**src/rtl/tick_pkg.sv**
```systemverilog
package tick_pkg;
  // mode field encodings
  localparam logic [1:0] TM_FREE     = 2'd0;
  localparam logic [1:0] TM_ONCE     = 2'd1;
  localparam logic [1:0] TM_LOOP     = 2'd2;
  localparam logic [1:0] TM_ONCE_ALT = 2'd3;

  // control word layout
  localparam int CTRL_EN_POS   = 0;
  localparam int CTRL_MODE_LSB = 4;

  // per-channel window: 8 bytes, count word at +4
  localparam int STRIDE_LOG2 = 3;
  localparam int WORD_SEL    = 2;
endpackage

```
**src/rtl/tick_regif.sv**
```systemverilog
module tick_regif
  import tick_pkg::*;
#(
  parameter int N_CH  = 8,
  parameter int CNT_W = 32,
  localparam int CH_W   = (N_CH > 1) ? $clog2(N_CH) : 1,
  localparam int ADDR_W = CH_W + STRIDE_LOG2,
  localparam int BE_W   = CNT_W / 8
) (
  input  logic                       clk,
  input  logic                       rst_n,
  input  logic                       bus_sel,
  input  logic                       bus_wr,
  input  logic [ADDR_W-1:0]          bus_addr,
  input  logic [BE_W-1:0]            bus_be,
  input  logic [CNT_W-1:0]           bus_wdata,
  output logic [CNT_W-1:0]           bus_rdata,
  output logic [N_CH-1:0]            ctrl_we,
  output logic                       ctrl_en,
  output logic [1:0]                 ctrl_mode,
  output logic [N_CH-1:0]            cnt_we,
  output logic [CNT_W-1:0]           cnt_val,
  input  logic [N_CH-1:0]            rd_en,
  input  logic [N_CH-1:0][1:0]       rd_mode,
  input  logic [N_CH-1:0][CNT_W-1:0] rd_cnt
);

  logic [CH_W-1:0] ch_idx;
  logic            word_hi;
  logic            hit;
  logic [CNT_W-1:0] ctrl_word;

  assign ch_idx  = bus_addr[ADDR_W-1:STRIDE_LOG2];
  assign word_hi = bus_addr[WORD_SEL];
  assign hit     = bus_sel && (bus_addr[1:0] == 2'b00);

  always_comb begin
    ctrl_we = '0;
    cnt_we  = '0;
    if (hit && bus_wr) begin
      if (!word_hi && bus_be[0]) ctrl_we[ch_idx] = 1'b1;
      if (word_hi && (&bus_be))  cnt_we[ch_idx]  = 1'b1;
    end
  end

  assign ctrl_en   = bus_wdata[CTRL_EN_POS];
  assign ctrl_mode = bus_wdata[CTRL_MODE_LSB +: 2];
  assign cnt_val   = bus_wdata;

  always_comb begin
    ctrl_word = '0;
    ctrl_word[CTRL_EN_POS]         = rd_en[ch_idx];
    ctrl_word[CTRL_MODE_LSB +: 2]  = rd_mode[ch_idx];
  end

  always_ff @(posedge clk) begin
    if (!rst_n) begin
      bus_rdata <= '0;
    end else if (hit && !bus_wr) begin
      bus_rdata <= word_hi ? rd_cnt[ch_idx] : ctrl_word;
    end
  end


  one_target_chk: assert property (@(posedge clk) disable iff (!rst_n)
    $onehot0({ctrl_we, cnt_we}));


  narrow_count_write_chk: assert property (@(posedge clk) disable iff (!rst_n)
    (bus_sel && bus_wr && !(&bus_be)) |-> (cnt_we == '0));

endmodule

```
**src/rtl/tick_chan.sv**
```systemverilog
module tick_chan
  import tick_pkg::*;
#(
  parameter int CNT_W = 32
) (
  input  logic             clk,
  input  logic             rst_n,
  input  logic             ctrl_we,
  input  logic             ctrl_en,
  input  logic [1:0]       ctrl_mode,
  input  logic             cnt_we,
  input  logic [CNT_W-1:0] cnt_val,
  output logic             en_q,
  output logic [1:0]       mode_q,
  output logic [CNT_W-1:0] cnt_q,
  output logic             irq_q
);

  localparam logic [CNT_W-1:0] ONE = CNT_W'(1);

  logic [CNT_W-1:0] reload_q;
  logic             running;
  logic             at_one;
  logic             expire;
  logic             loop_mode;

  assign loop_mode = (mode_q == TM_LOOP);
  assign running   = en_q && ((mode_q == TM_FREE) || (cnt_q != '0));
  assign at_one    = (cnt_q == ONE);
  assign expire    = running && at_one;

  always_ff @(posedge clk) begin
    if (!rst_n) begin
      en_q   <= 1'b0;
      mode_q <= TM_FREE;
    end else if (ctrl_we) begin
      en_q   <= ctrl_en;
      mode_q <= ctrl_mode;
    end
  end

  always_ff @(posedge clk) begin
    if (!rst_n) begin
      cnt_q    <= '0;
      reload_q <= '0;
    end else if (cnt_we) begin
      cnt_q    <= cnt_val;
      reload_q <= cnt_val;
    end else if (running) begin
      if (expire && loop_mode) cnt_q <= reload_q;
      else                     cnt_q <= cnt_q - ONE;
    end
  end

  always_ff @(posedge clk) begin
    if (!rst_n) irq_q <= 1'b0;
    else        irq_q <= expire && !cnt_we;
  end


  load_wins_chk: assert property (@(posedge clk) disable iff (!rst_n)
    cnt_we |=> (cnt_q == $past(cnt_val)));


  step_down_chk: assert property (@(posedge clk) disable iff (!rst_n)
    (running && !at_one && !cnt_we) |=> (cnt_q == $past(cnt_q) - ONE));


  single_stop_chk: assert property (@(posedge clk) disable iff (!rst_n)
    (expire && !cnt_we && !loop_mode) |=> (irq_q && cnt_q == '0));


  reload_chk: assert property (@(posedge clk) disable iff (!rst_n)
    (expire && !cnt_we && loop_mode) |=> (irq_q && cnt_q == reload_q));


  frozen_chk: assert property (@(posedge clk) disable iff (!rst_n)
    (!en_q && !cnt_we) |=> $stable(cnt_q));


  no_irq_on_load_chk: assert property (@(posedge clk) disable iff (!rst_n)
    cnt_we |=> !irq_q);

endmodule

```
**src/rtl/tick_bank.sv**
```systemverilog
module tick_bank
  import tick_pkg::*;
#(
  parameter int N_CH  = 8,
  parameter int CNT_W = 32,
  localparam int CH_W   = (N_CH > 1) ? $clog2(N_CH) : 1,
  localparam int ADDR_W = CH_W + STRIDE_LOG2,
  localparam int BE_W   = CNT_W / 8
) (
  input  logic              clk,
  input  logic              rst_n,
  input  logic              bus_sel,
  input  logic              bus_wr,
  input  logic [ADDR_W-1:0] bus_addr,
  input  logic [BE_W-1:0]   bus_be,
  input  logic [CNT_W-1:0]  bus_wdata,
  output logic [CNT_W-1:0]  bus_rdata,
  output logic [N_CH-1:0]   irq
);

  logic [N_CH-1:0]            ctrl_we;
  logic                       ctrl_en;
  logic [1:0]                 ctrl_mode;
  logic [N_CH-1:0]            cnt_we;
  logic [CNT_W-1:0]           cnt_val;
  logic [N_CH-1:0]            en_v;
  logic [N_CH-1:0][1:0]       mode_v;
  logic [N_CH-1:0][CNT_W-1:0] cnt_v;

  tick_regif #(.N_CH(N_CH), .CNT_W(CNT_W)) u_regif (
    .clk       (clk),
    .rst_n     (rst_n),
    .bus_sel   (bus_sel),
    .bus_wr    (bus_wr),
    .bus_addr  (bus_addr),
    .bus_be    (bus_be),
    .bus_wdata (bus_wdata),
    .bus_rdata (bus_rdata),
    .ctrl_we   (ctrl_we),
    .ctrl_en   (ctrl_en),
    .ctrl_mode (ctrl_mode),
    .cnt_we    (cnt_we),
    .cnt_val   (cnt_val),
    .rd_en     (en_v),
    .rd_mode   (mode_v),
    .rd_cnt    (cnt_v)
  );

  for (genvar c = 0; c < N_CH; c++) begin : g_chan
    tick_chan #(.CNT_W(CNT_W)) u_chan (
      .clk       (clk),
      .rst_n     (rst_n),
      .ctrl_we   (ctrl_we[c]),
      .ctrl_en   (ctrl_en),
      .ctrl_mode (ctrl_mode),
      .cnt_we    (cnt_we[c]),
      .cnt_val   (cnt_val),
      .en_q      (en_v[c]),
      .mode_q    (mode_v[c]),
      .cnt_q     (cnt_v[c]),
      .irq_q     (irq[c])
    );
  end


  irq_owner_chk: assert property (@(posedge clk) disable iff (!rst_n)
    $countones(irq & ~$past(en_v)) == 0);

endmodule

```
**config.mk**
```make
export PLATFORM = sky130hd
export DESIGN_NAME = tick_bank
export DESIGN_NICKNAME = d
export VERILOG_FILES = /design/src/rtl/tick_pkg.sv /design/src/rtl/tick_regif.sv /design/src/rtl/tick_chan.sv /design/src/rtl/tick_bank.sv
export SDC_FILE = /design/constraint.sdc
export NUM_CORES = 2
export LEC_CHECK = 0
export ABC_AREA = 1
export BUFFER_PORTS_ARGS = -buffer_cell sky130_fd_sc_hd__buf_2
export CORE_ASPECT_RATIO = 0.6
export CORE_MARGIN = 3
export CORE_UTILIZATION = 45
export CTS_CLUSTER_DIAMETER = 30
export DETAILED_ROUTE_END_ITERATION = 16
export HOLD_SLACK_MARGIN = 0.12
export SYNTH_ARGS = -nofsm -noshare
export SYNTH_HDL_FRONTEND = slang
export SYNTH_SLANG_ARGS = --single-unit
```
**constraint.sdc**
```tcl
create_clock -name clk -period 2.9 [get_ports clk]
set_clock_uncertainty 0.2 [all_clocks]
set_input_delay 0.145 -clock clk [delete_from_list [all_inputs] [get_ports clk]]
set_output_delay 0.145 -clock clk [all_outputs]
set_load 0.05 [all_outputs]
```
==> summary.txt <==
Arr. time, crit path -> 3.20 ns
Synth Warn # -> 0
EDFF count, synth -> 0
CTS root buf -> clkbuf_16
gr usage total -> 0.412
Hold Path Sink -> u_regif.bus_rdata[15]$_SDFFE_PN0P_
quantity of I/O buffers inserted on ports -> 85
part of the power in registers -> 0.349
Core Util, Final -> 0.556
pwr/cell area -> 548 nW/um^2
I/O Pins -> 86
clock network power share -> 0.593
Worst EP required -> 3.27 ns
fin crit period -> 2.82 ns
post-synthesis sequential area ratio -> 0.334
met1 WL -> 75900 um
clk slew on worst S/H paths -> 0.06 ns
Reg2Reg Setup Slack -> 0.19 ns
VDD IR max -> 0.000555 V
met3 WL -> 26500 um
reg-to-reg critical path startpoint -> g_chan[3].u_chan.cnt_q[0]$_SDFFE_PN0P_
FMAX -> 0.354 GHz
Hold Path Class -> flip-flop to flip-flop
Antenna Nets Post-Route -> 0
share of layout cells above drive strength 1 -> 0.113
CTS tree -> built
switching part of the total -> 0.254
global placer's final weighted congestion -> 1.04
status -> complete, no violations
Worst Setup End Kind -> flip-flop
post-synth top area share -> 0.334
Setup violations, final -> 0
commonest non-fill, non-tap cell in the layout -> nand2_1
Clock Sinks -> 576
vias per cell -> 5.81
die area -> 80100 um^2
TritonCTS buffer count -> 109
die height -> 220 um
Combinational Power Share -> 0.057
Clk Latency, worst-skew pair -> 0.72 ns
num rows -> 77
CTS H-tree lvls -> 3
grt ovf -> 0
DR pass1 iterations -> 6
Detailed Route Iter0 Violations -> 6078
Slew Limit Fails -> 0
Psw -> 0.00577 W
top_reg_cell synth -> dfxtp_1
area of the multi-input gates -> 18300 um^2
Internal Power -> 0.0170 W
most frequent cells in the layout -> nand2_1 (1192), inv_1 (888), nor2_1 (581)
Post-Syn Area -> 34500 um^2
Setup Crit Path Kind -> input port to flip-flop
Net Count, Synth -> 5548
Hold Crit Start -> u_regif.bus_rdata[15]$_SDFFE_PN0P_
placed insts -> 6512
critical path peak fanout -> 11
largest net degree at the start of global routing -> 92
max-cap violations -> 0
Synth cell types -> 43
per-cell routed wire length -> 25.0 um
worst-margin pin slew -> 0.916 ns
WHS -> 0.258 ns
clk buf depth -> 3
final hold violation count -> 0
DRC violations left -> 0
DP HPWL -> 124000 um
synth top area cells -> dfxtp_1 (33%), nand2_1 (13%), inv_1 (9.7%), nor2_1 (6.5%), nand3_1 (5.5%)
Placed Area -> 37100 um^2
max_slew headroom -> 0.389
FF-to-FF End -> g_chan[3].u_chan.cnt_q[13]$_SDFFE_PN0P_
hold path depth -> 2
Syn-to-layout area delta -> 20.4%
RSZ-0062 raised after global routing -> false
# fillers -> 7602
first-pass GRT wire length -> 242000 um
asr flop ratio synth -> 0
FF-to-FF path depth -> 12
initial core utilization -> 0.461
Finished Layout Cells -> 6782
Via Count -> 39416
Worst Setup Start Kind -> input port
Core Area -> 74800 um^2
sequential cell area -> 11500 um^2
Setup TNS -> 0 ns
post-route cell area -> 41500 um^2
Synth Instances -> 5486
period utilisation layout -> 0.974
cell taking the most area after synthesis -> dfxtp_1
flops & latches, synth -> 576
Top Metal Used -> met5
leak pwr -> 18.4 nW
vias in the first global route -> 34371
Synth Area per Inst -> 6.29 um^2
initial antenna violation count -> 13
# nets final -> 5754
wire length on met2 -> 61600 um
die width -> 363 um
drt total wl -> 170000 um
[kinds of logic after synthesis]
family	synth area share
buffers and inverters	0.137
AND/OR/NAND/NOR	0.315
XOR/XNOR	0.0510
adder cells (fa/ha/maj)	0.00580
flip-flops	0.334
AO/OA/AOI/OAI	0.157
multiplexers	0.000290
[worst max-delay path: stages]
cell,delay (ns)
dlygate4sd3_1,0.60
buf_2,0.18
inv_2,0.07
nand3_1,0.17
buf_12,0.21
inv_2,0.05
buf_4,0.15
nand2_2,0.08
dlygate4sd3_1,0.58
buf_4,0.20
nand2_1,0.34
buf_4,0.29
o22ai_1,0.11
[area by class of cell]
cell class              count  area share
well taps                 987      0.0297
diodes                      8    0.000482
clock inverters            61      0.0178
multi-input cells        3708       0.441
flip-flops and latches    576       0.278
clock buffers             145      0.0757
repair buffers            385      0.0752
inverters                 912      0.0826
[power groups by stage]
| stage | clock [W] | sequential [W] | combinational [W] |
|---|---|---|---|
| after floorplan | 0 | 0.00811 | 0.000631 |
| after global placement | 0 | 0.00811 | 0.00119 |
| after detailed placement | 0 | 0.00811 | 0.00119 |
| after CTS | 0.0135 | 0.00795 | 0.00124 |
| after global routing | 0.0139 | 0.00795 | 0.00135 |
| final | 0.0135 | 0.00795 | 0.00130 |
[what timing repair did]
action,in CTS,in global routing
endpoints found under the hold margin,568,0
setup endpoints to repair,0,10
resized for setup,0,3
buffers inserted,0,4
hold buffers,52,0
[sequential cells by signal, summed over array words and instances (netlist names)]
signal	flops
g_chan.u_chan.cnt_q	256
g_chan.u_chan.reload_q	256
u_regif.bus_rdata	32
g_chan.u_chan.mode_q	16
g_chan.u_chan.en_q	8
g_chan.u_chan.irq_q	8
[worst max path at each step]
stage	startpoint	to	slack [ns]	cells past startpoint
2_1_floorplan	g_chan[7].u_chan.cnt_q[0]$_SDFFE_PN0P_	g_chan[7].u_chan.cnt_q[29]$_SDFFE_PN0P_	0.83	12
3_3_place_gp	g_chan[7].u_chan.cnt_q[0]$_SDFFE_PN0P_	g_chan[7].u_chan.cnt_q[17]$_SDFFE_PN0P_	0.21	13
3_5_place_dp	g_chan[4].u_chan.cnt_q[1]$_SDFFE_PN0P_	g_chan[4].u_chan.cnt_q[30]$_SDFFE_PN0P_	0.19	12
4_1_cts	bus_addr[0]	g_chan[3].u_chan.reload_q[10]$_SDFFE_PN0P_	0.12	11
5_1_grt	g_chan[0].u_chan.cnt_q[0]$_SDFFE_PN0P_	g_chan[0].u_chan.cnt_q[27]$_SDFFE_PN0P_	0.02	11
6_report	bus_addr[5]	g_chan[3].u_chan.reload_q[10]$_SDFFE_PN0P_	0.08	13
[routing by layer]
layer | vias to the layer above | track usage
met4 | 12 | 0.125
li1 | 18193 | -
met2 | 2515 | 0.525
met3 | 328 | 0.157
met5 | - | 0
met1 | 18368 | 0.621
[cell usage after synthesis, types with 2 or more instances]
master and n:
nor3_1 22, clkbuf_1 185, nand3b_1 6, nand3_1 376, a21oi_1 354, or2_2 3
xor2_1 179, nor4_1 6, buf_6 8, nand2_1 1194, ha_1 16, o2111ai_1 12
nand2_2 27, nand4_1 231, inv_1 889, a22oi_1 13, o211ai_1 5, xnor2_1 22
nor2_2 34, buf_2 81, buf_4 10, o22ai_1 225, nand2_4 3, o21ai_1 60
o21a_1 6, o21ai_0 265, nor2_1 597, o21ai_4 2, nor2_4 12, buf_1 4
inv_2 21, clkinv_1 2, dfxtp_1 576, o221ai_1 8, clkbuf_2 2, a221oi_1 23
[stage by stage]
step	power, W	setup slack, ns
3_5_place_dp	0.00930	0.193
3_3_place_gp	0.00930	0.209
4_1_cts	0.0227	0.117
6_report	0.0228	0.0768
5_1_grt	0.0232	0.0226
2_1_floorplan	0.00874	0.829
(Power assumes the default switching activity.)
